File: config.mk
export PLATFORM = sky130hd
export DESIGN_NAME = pll_seq
export DESIGN_NICKNAME = d
export VERILOG_FILES = /design/src/rtl/pll_seq_pkg.sv /design/src/rtl/pll_seq_cnt.sv /design/src/rtl/pll_seq_fsm.sv /design/src/rtl/pll_seq_ctrl.sv /design/src/rtl/pll_seq.sv
export SDC_FILE = /design/constraint.sdc
export NUM_CORES = 1
export LEC_CHECK = 0
export BUFFER_PORTS_ARGS = -buffer_cell sky130_fd_sc_hd__buf_2
export CORE_AREA = 2 2 89 91
export DETAILED_ROUTE_END_ITERATION = 10
export DIE_AREA = 0 0 91 93
export GPL_TIMING_DRIVEN = 0
export HOLD_SLACK_MARGIN = 0.08
export MAX_ROUTING_LAYER = met4
export PLACE_DENSITY = 0.58
export SYNTH_ARGS = -nofsm -noshare
export SYNTH_HDL_FRONTEND = slang
export SYNTH_HIERARCHICAL = 1
export SYNTH_SLANG_ARGS = --single-unit
File: constraint.sdc
create_clock -name clk_i -period 1.3 [get_ports clk_i]
set_input_delay 0.13 -clock clk_i [delete_from_list [all_inputs] [get_ports clk_i]]
set_output_delay 0.13 -clock clk_i [all_outputs]
set_load 0.02 [all_outputs]
File: src/rtl/pll_seq_pkg.sv
package pll_seq_pkg;
  // control word layout; neighbours decode these positions
  localparam int REF_LSB = 0;
  localparam int REF_W   = 4;
  localparam int FB_LSB  = 4;
  localparam int FB_W    = 6;
  localparam int OD_LSB  = 10;
  localparam int OD_W    = 4;
  localparam int BW_LSB  = 14;
  localparam int BW_W    = 6;
  localparam int FACT_W  = REF_W + FB_W + OD_W + BW_W;
  localparam int BIT_RST = 20;
  localparam int BIT_PWR = 21;
  localparam int BIT_IFB = 22;
  localparam int BIT_BYP = 23;
  localparam int BIT_TST = 24;
  localparam int BIT_EN  = 25;
  localparam int CTRL_W  = 26;

  typedef enum logic [3:0] {
    ST_IDLE, ST_PARK, ST_PROG, ST_RLOW, ST_RSET, ST_RHOLD,
    ST_POLL, ST_RUN, ST_UNPARK, ST_BYP, ST_OFF, ST_FIN
  } seq_state_t;

  typedef enum logic [3:0] {
    CMD_NONE, CMD_PARK, CMD_PROG, CMD_RST_LO, CMD_RST_HI,
    CMD_SLIP, CMD_RUN, CMD_UNPARK, CMD_BYPASS, CMD_OFF
  } seq_cmd_t;
endpackage

File: src/rtl/pll_seq_cnt.sv
module pll_seq_cnt #(
  parameter int CNT_W = 8
) (
  input  logic             clk_i,
  input  logic             rst_ni,
  input  logic             clr_i,
  input  logic             inc_i,
  output logic [CNT_W-1:0] cnt_o
);
  logic [CNT_W-1:0] cnt_q, cnt_d;
  logic             cnt_en;

  always_comb begin
    cnt_en = clr_i | inc_i;
    cnt_d  = clr_i ? '0 : cnt_q + CNT_W'(1);
  end

  always_ff @(posedge clk_i or negedge rst_ni) begin
    if (!rst_ni)     cnt_q <= '0;
    else if (cnt_en) cnt_q <= cnt_d;
  end

  assign cnt_o = cnt_q;
endmodule

File: src/rtl/pll_seq_fsm.sv
module pll_seq_fsm
  import pll_seq_pkg::*;
#(
  parameter int LOCK_W       = 2,
  parameter int RST_HOLD     = 2,
  parameter int LOCK_TIMEOUT = 1000,
  parameter int CNT_W        = 10
) (
  input  logic              clk_i,
  input  logic              rst_ni,
  input  logic              req_en_i,
  input  logic              req_dis_i,
  input  logic              pll_on_i,
  input  logic [LOCK_W-1:0] lock_i,
  input  logic [CNT_W-1:0]  cnt_i,
  output seq_cmd_t          cmd_o,
  output logic              cnt_clr_o,
  output logic              cnt_inc_o,
  output logic              busy_o,
  output logic              done_o,
  output logic              err_o
);
  localparam logic [CNT_W-1:0] HOLD_LAST = CNT_W'(RST_HOLD - 1);
  localparam logic [CNT_W-1:0] POLL_LAST = CNT_W'(LOCK_TIMEOUT - 1);

  seq_state_t state_q, state_d;
  logic       err_q, err_d, err_en;
  logic       accept, timeout;

  always_comb begin
    state_d   = state_q;
    cmd_o     = CMD_NONE;
    cnt_clr_o = 1'b0;
    cnt_inc_o = 1'b0;
    timeout   = 1'b0;
    unique case (state_q)
      ST_IDLE: begin
        cnt_clr_o = 1'b1;
        if (req_dis_i)                 state_d = ST_BYP;
        else if (req_en_i && !pll_on_i) state_d = ST_PARK;
      end
      ST_PARK:   begin cmd_o = CMD_PARK;   state_d = ST_PROG; end
      ST_PROG:   begin cmd_o = CMD_PROG;   state_d = ST_RLOW; end
      ST_RLOW:   begin cmd_o = CMD_RST_LO; state_d = ST_RSET; end
      ST_RSET: begin
        cmd_o     = CMD_RST_HI;
        cnt_clr_o = 1'b1;
        state_d   = ST_RHOLD;
      end
      ST_RHOLD: begin
        if (cnt_i == HOLD_LAST) begin
          cmd_o     = CMD_RST_LO;
          cnt_clr_o = 1'b1;
          state_d   = ST_POLL;
        end else begin
          cnt_inc_o = 1'b1;
        end
      end
      ST_POLL: begin
        if (&lock_i) begin
          state_d = ST_RUN;
        end else if (cnt_i == POLL_LAST) begin
          timeout = 1'b1;
          state_d = ST_FIN;
        end else begin
          cmd_o     = CMD_SLIP;
          cnt_inc_o = 1'b1;
        end
      end
      ST_RUN:    begin cmd_o = CMD_RUN;    state_d = ST_UNPARK; end
      ST_UNPARK: begin cmd_o = CMD_UNPARK; state_d = ST_FIN; end
      ST_BYP:    begin cmd_o = CMD_BYPASS; state_d = ST_OFF; end
      ST_OFF:    begin cmd_o = CMD_OFF;    state_d = ST_FIN; end
      ST_FIN:    state_d = ST_IDLE;
      default:   state_d = ST_IDLE;
    endcase
  end

  always_comb begin
    accept = (state_q == ST_IDLE) && (state_d != ST_IDLE);
    err_en = accept | timeout;
    err_d  = timeout;
  end

  always_ff @(posedge clk_i or negedge rst_ni) begin
    if (!rst_ni) state_q <= ST_IDLE;
    else         state_q <= state_d;
  end

  always_ff @(posedge clk_i or negedge rst_ni) begin
    if (!rst_ni)     err_q <= 1'b0;
    else if (err_en) err_q <= err_d;
  end

  assign busy_o = (state_q != ST_IDLE);
  assign done_o = (state_q == ST_FIN);
  assign err_o  = err_q;

  // the completion strobe never lasts two cycles
  a_r8_done_single: assert property (@(posedge clk_i) disable iff (!rst_ni)
    done_o |=> !done_o);
  // a new sequence starts only from idle
  a_r10_start_from_idle: assert property (@(posedge clk_i) disable iff (!rst_ni)
    $rose(busy_o) |-> $past(req_en_i || req_dis_i));
endmodule

File: src/rtl/pll_seq_ctrl.sv
module pll_seq_ctrl
  import pll_seq_pkg::*;
#(
  parameter bit IS_CPU = 1'b1
) (
  input  logic              clk_i,
  input  logic              rst_ni,
  input  seq_cmd_t          cmd_i,
  input  logic [FACT_W-1:0] fact_i,
  output logic [CTRL_W-1:0] ctrl_o,
  output logic              bus_sel_o,
  output logic              slip_o
);
  localparam logic [CTRL_W-1:0] CTRL_INIT = CTRL_W'(1) << BIT_BYP;

  logic [CTRL_W-1:0] ctrl_q, ctrl_d;
  logic              ctrl_en;
  logic              slip_q;

  always_comb begin
    ctrl_d  = ctrl_q;
    ctrl_en = 1'b1;
    unique case (cmd_i)
      CMD_PROG: begin
        ctrl_d[FACT_W-1:0] = fact_i;
        ctrl_d[BIT_PWR]    = 1'b1;
      end
      CMD_RST_LO: ctrl_d[BIT_RST] = 1'b0;
      CMD_RST_HI: ctrl_d[BIT_RST] = 1'b1;
      CMD_RUN: begin
        ctrl_d[BIT_BYP] = 1'b0;
        ctrl_d[BIT_EN]  = 1'b1;
      end
      CMD_BYPASS: ctrl_d[BIT_BYP] = 1'b1;
      CMD_OFF: begin
        ctrl_d[BIT_PWR] = 1'b0;
        ctrl_d[BIT_EN]  = 1'b0;
      end
      default: ctrl_en = 1'b0;
    endcase
  end

  always_ff @(posedge clk_i or negedge rst_ni) begin
    if (!rst_ni)      ctrl_q <= CTRL_INIT;
    else if (ctrl_en) ctrl_q <= ctrl_d;
  end

  always_ff @(posedge clk_i or negedge rst_ni) begin
    if (!rst_ni) slip_q <= 1'b0;
    else         slip_q <= (cmd_i == CMD_SLIP);
  end

  generate
    if (IS_CPU) begin : g_bus_sel
      logic bus_q, bus_d, bus_en;
      always_comb begin
        bus_en = (cmd_i == CMD_PARK) || (cmd_i == CMD_UNPARK);
        bus_d  = (cmd_i == CMD_UNPARK);
      end
      always_ff @(posedge clk_i or negedge rst_ni) begin
        if (!rst_ni)     bus_q <= 1'b0;
        else if (bus_en) bus_q <= bus_d;
      end
      assign bus_sel_o = bus_q;
    end else begin : g_no_bus_sel
      assign bus_sel_o = 1'b0;
    end
  endgenerate

  assign ctrl_o = ctrl_q;
  assign slip_o = slip_q;

  // reset pulse is at least two cycles wide
  a_r4_rst_hold: assert property (@(posedge clk_i) disable iff (!rst_ni)
    $fell(ctrl_q[BIT_RST]) |-> $past(ctrl_q[BIT_RST], 2));
  // power is only removed from a bypassed PLL
  a_r6_bypass_first: assert property (@(posedge clk_i) disable iff (!rst_ni)
    $fell(ctrl_q[BIT_PWR]) |-> $past(ctrl_q[BIT_BYP]));
endmodule

File: src/rtl/pll_seq.sv
module pll_seq
  import pll_seq_pkg::*;
#(
  parameter int LOCK_W       = 2,
  parameter bit IS_CPU       = 1'b1,
  parameter int RST_HOLD     = 2,
  parameter int LOCK_TIMEOUT = 1000
) (
  input  logic              clk_i,
  input  logic              rst_ni,
  input  logic              req_en_i,
  input  logic              req_dis_i,
  input  logic [3:0]        ref_div_i,
  input  logic [5:0]        fb_div_i,
  input  logic [3:0]        out_div_i,
  input  logic [5:0]        bw_adj_i,
  input  logic [LOCK_W-1:0] lock_i,
  output logic [25:0]       ctrl_o,
  output logic              slip_clr_o,
  output logic              bus_sel_pll_o,
  output logic              busy_o,
  output logic              done_o,
  output logic              err_o
);
  localparam int CNT_MAX = (RST_HOLD > LOCK_TIMEOUT) ? RST_HOLD : LOCK_TIMEOUT;
  localparam int CNT_W   = $clog2(CNT_MAX + 1);

  logic              rst_meta, rst_n;
  seq_cmd_t          cmd;
  logic              cnt_clr, cnt_inc;
  logic [CNT_W-1:0]  cnt;
  logic              pll_on;
  logic [FACT_W-1:0] fact;

  // asynchronous assertion, synchronous release
  always_ff @(posedge clk_i or negedge rst_ni) begin
    if (!rst_ni) begin
      rst_meta <= 1'b0;
      rst_n    <= 1'b0;
    end else begin
      rst_meta <= 1'b1;
      rst_n    <= rst_meta;
    end
  end

  always_comb begin
    fact   = {bw_adj_i, out_div_i, fb_div_i, ref_div_i};
    pll_on = ctrl_o[BIT_PWR] & ctrl_o[BIT_EN] & ~ctrl_o[BIT_RST];
  end

  pll_seq_fsm #(
    .LOCK_W(LOCK_W), .RST_HOLD(RST_HOLD),
    .LOCK_TIMEOUT(LOCK_TIMEOUT), .CNT_W(CNT_W)
  ) u_fsm (
    .clk_i(clk_i), .rst_ni(rst_n),
    .req_en_i(req_en_i), .req_dis_i(req_dis_i),
    .pll_on_i(pll_on), .lock_i(lock_i), .cnt_i(cnt),
    .cmd_o(cmd), .cnt_clr_o(cnt_clr), .cnt_inc_o(cnt_inc),
    .busy_o(busy_o), .done_o(done_o), .err_o(err_o)
  );

  pll_seq_cnt #(.CNT_W(CNT_W)) u_cnt (
    .clk_i(clk_i), .rst_ni(rst_n),
    .clr_i(cnt_clr), .inc_i(cnt_inc), .cnt_o(cnt)
  );

  pll_seq_ctrl #(.IS_CPU(IS_CPU)) u_ctrl (
    .clk_i(clk_i), .rst_ni(rst_n),
    .cmd_i(cmd), .fact_i(fact),
    .ctrl_o(ctrl_o), .bus_sel_o(bus_sel_pll_o), .slip_o(slip_clr_o)
  );

  // a slip strobe only follows a poll that saw a partial lock
  a_r5_slip_on_miss: assert property (@(posedge clk_i) disable iff (!rst_n)
    slip_clr_o |-> !$past(&lock_i));
  // enable rises only after a complete lock was sampled
  a_r5_enable_after_lock: assert property (@(posedge clk_i) disable iff (!rst_n)
    $rose(ctrl_o[BIT_EN]) |-> $past(&lock_i, 2));
  // a timeout leaves the PLL bypassed and not enabled
  a_r9_err_safe: assert property (@(posedge clk_i) disable iff (!rst_n)
    $rose(err_o) |-> (ctrl_o[BIT_BYP] && !ctrl_o[BIT_EN]));

  generate
    if (IS_CPU) begin : g_park_chk
      // the bus is parked on the raw input when the PLL output is switched in
      a_r3_parked_on_enable: assert property (@(posedge clk_i) disable iff (!rst_n)
        $rose(ctrl_o[BIT_EN]) |-> !bus_sel_pll_o);
    end
  endgenerate
endmodule

==> results.ini <==
[outcome]
status=finished, violations left
violations=negative setup slack

[drt]
ant_nets=0
vias=1829
viasPerCell=4.47
routed_wl_um=5330
post_drt_wl_per_cell_um=13.0
drtIter0Drc=98
drtPass1Iterations=4
route.detailed.drc=0

[clocking]
cts_made_buffers=5
cts_tree=yes
cts.path.max_buffers=2
clock_sinks=43
clk-insertion-delay-late_ps=290
root_buffer=clkbuf_8
cts-htree-levels=2
clkTransAtPathRegs_ps=80

[critical_path]
critical_path.max_fanout=10
worst-path-buf-inv=1
end_kind=register
cp_cell_sequence=nor4_2, nand3_1, or3_4, o311ai_4, or3b_4, nor2_8, buf_12, mux2_4
required_ps=1480
cp_top_family=simple AND/OR/NAND/NOR gates
crit_path_start_kind=register
r2r_slack_ps=-1170
worst_r2r_endpoint=u_ctrl/ctrl_o[10]
crit_slowest_cell=or3b_4
worst_r2r_startpoint=u_cnt/cnt_o[7]
cpPeakStageDelay_ps=450
worst-r2r-cell-count=8
critPathKind=reg -> reg
worstPathArrival_ps=2650

[timing]
rsz0062_at_grt=true
clock_skew_ps=9.69
slew_viol_final=0
period_needed_ps=2470
min_period_over_period_pct=190
setup_ws_ps=-1170
setup_violations=41
fmax_mhz=405
finalHoldViolCount=0

[synth]
seq_area_frac_synth_pct=48.9
synth_top_area_share_pct=47.8
yosysMostFrequentCell=dfrtp_1
yosysUniqueCellTypes=48
synth_edf_count=0
synth.top_cells.by_count=dfrtp_1, mux2_4, a21oi_1
synthArstFlopShare_pct=100
yosys_warnings=6
synth_top_cell_by_area=dfrtp_1
syn_area_um2=2200
ys.flop_type=dfrtp_1
synth.ff_latch_count=43
synth_area_leaders=dfrtp_1, mux2_4, a21oi_1, nand2_1, buf_12
synth_cells=189
syn_area_per_cell_um2=11.6

[cells_and_area]
drive_above_1_share_pct=49.5
multiInputGateArea_um2=1080
fillers=737
final_core_util_pct=44.3
seq_area_um2=1080
area_growth_syn_to_layout_pct=51.4
nNetsFinal=333
fin_cells=409
n_antenna_cell=0

[die]
die_area_um2=8460
die_h_um=93
start_util_pct=29.2
rows=32
chipWidth_um=91
pin_count=57
core_um2=7530

[grt]
grt_pass1_vias=1871
grt_max_degree=26
grt_first_pass_wirelength_um=8780
antenna_found_initial=0
grt_remaining_overflow=0
grt_usage_pct=13.1

[placed_design]
dpl.cell_count=347
gp_congestion=0.856
dp_hpwl_um=3170
port_buffers=54
dp_slack_ps=-1260

[flow_run]
maxCapViolations=0

[worst_hold_path]
hold_class=in -> async

[pwr]
powerDensity_nw_per_um2=2300
max-vdd-ir-drop_uv=1160
p_leak_nw=1.55

-- kinds of logic after synthesis --
group,Yosys count,share of synthesized area (%)
xor gates and xnor gates,5,1.99
other,2,0.341
and+or+nand+nor,62,16.8
adders and majority gates,1,0.568
DFF,43,48.9
muxes,21,14.1
buffers and inverters,16,5.29
AOI/OAI and AO/OA,39,11.9
-- worst register-to-register path, delay by kind of cell (launching register included) --
kind / cells / cell delay (ps)
and+or+nand+nor: 5 / 1400
DFF: 1 / 410
muxes: 1 / 300
buffers and inverters: 1 / 160
AOI/OAI and AO/OA: 1 / 80
-- cells in the final DEF (no fill, tap or decap), types with 3 or more instances in the layout --
master / netlist / layout
conb_1: 2 / 3
nand4_1: 4 / 4
or4_1: 3 / 3
buf_12: 2 / 3
dfrtp_2: 0 / 6
buf_2: 1 / 53
o21ai_0: 8 / 6
nand3_1: 5 / 3
nand2b_1: 5 / 4
mux2_4: 20 / 20
buf_6: 1 / 19
o31ai_1: 5 / 5
nor3_1: 5 / 4
nor2b_1: 3 / 3
nor2_1: 8 / 8
dfrtp_1: 42 / 36
nand2_1: 13 / 12
inv_1: 4 / 4
a21oi_1: 15 / 15
xor2_1: 3 / 3
clkbuf_8: 0 / 5
dlygate4sd3_1: 0 / 21
buf_4: 4 / 21
-- how the worst max path moves through the flow --
stage	slack, ps	end	depth (start not counted)	start
finish	-1170	u_ctrl/ctrl_o[10]	8	u_cnt/cnt_o[7]
global route	-1260	u_ctrl/ctrl_o[9]	8	u_cnt/cnt_o[3]
CTS	-1160	u_ctrl/ctrl_o[9]	8	u_cnt/cnt_o[8]
detailed placement	-1260	u_ctrl/ctrl_o[4]	8	u_cnt/cnt_o[7]
floorplan	-1060	u_ctrl/ctrl_o[0]	8	u_cnt/cnt_o[8]
global placement	-1240	u_ctrl/ctrl_o[9]	8	u_cnt/cnt_o[7]
-- cell type report --
cell class	instances	share of cell area, %
Clock inverter	3	0.601
Sequential cell	43	32.6
Inverter	6	0.826
Multi-Input combinational cell	131	32.5
Buffer	10	3.19
Tap cell	102	3.83
Timing Repair Buffer	109	24.4
Clock buffer	5	2.07
-- power by group --
group / leakage, nW / internal (mW) / switching (mW)
Sequential: 0.529 / 1.83 / 0.296
Combinational: 0.985 / 2.47 / 2.22
Clock: 0.0402 / 0.374 / 0.473
-- per-stage QoR --
step / setup TNS [ps] / total power, mW / hold WS [ps] / cell area (µm²)
after floorplan: -30080 / 5.15 / -166 / 2230
after global placement: -58110 / 5.98 / -83.8 / 2630
after detailed placement: -37670 / 6.00 / -81.4 / 2650
after CTS: -37280 / 7.51 / 131 / 3250
after global routing: -42200 / 8.15 / 156 / 3330
final: -38350 / 7.67 / 139 / 3330
-- repair_timing --
item	CTS	global route
buffers inserted	25	9
resized for setup	32	8
hold endpoints to repair	22	0
setup endpoints to repair	40	43
hold buffers	21	0
pin swaps	8	6
-- state kept, by name (all words and copies together), names as in the netlist --
signal / count
u_cnt/cnt_o: 10
rst_meta: 1
u_ctrl/bus_sel_o: 1
u_fsm/state_q: 4
u_fsm/err_o: 1
u_ctrl/slip_o: 1
rst_n: 1
u_ctrl/ctrl_o: 24
-- metal layers --
layer / routed length (µm) / global-route usage (%)
met3: 215 / 2.82
met4: 57 / 4.42
met1: 2400 / 16.2
met5: 0 / -
met2: 2660 / 21.5
(Power assumes the default switching activity.)
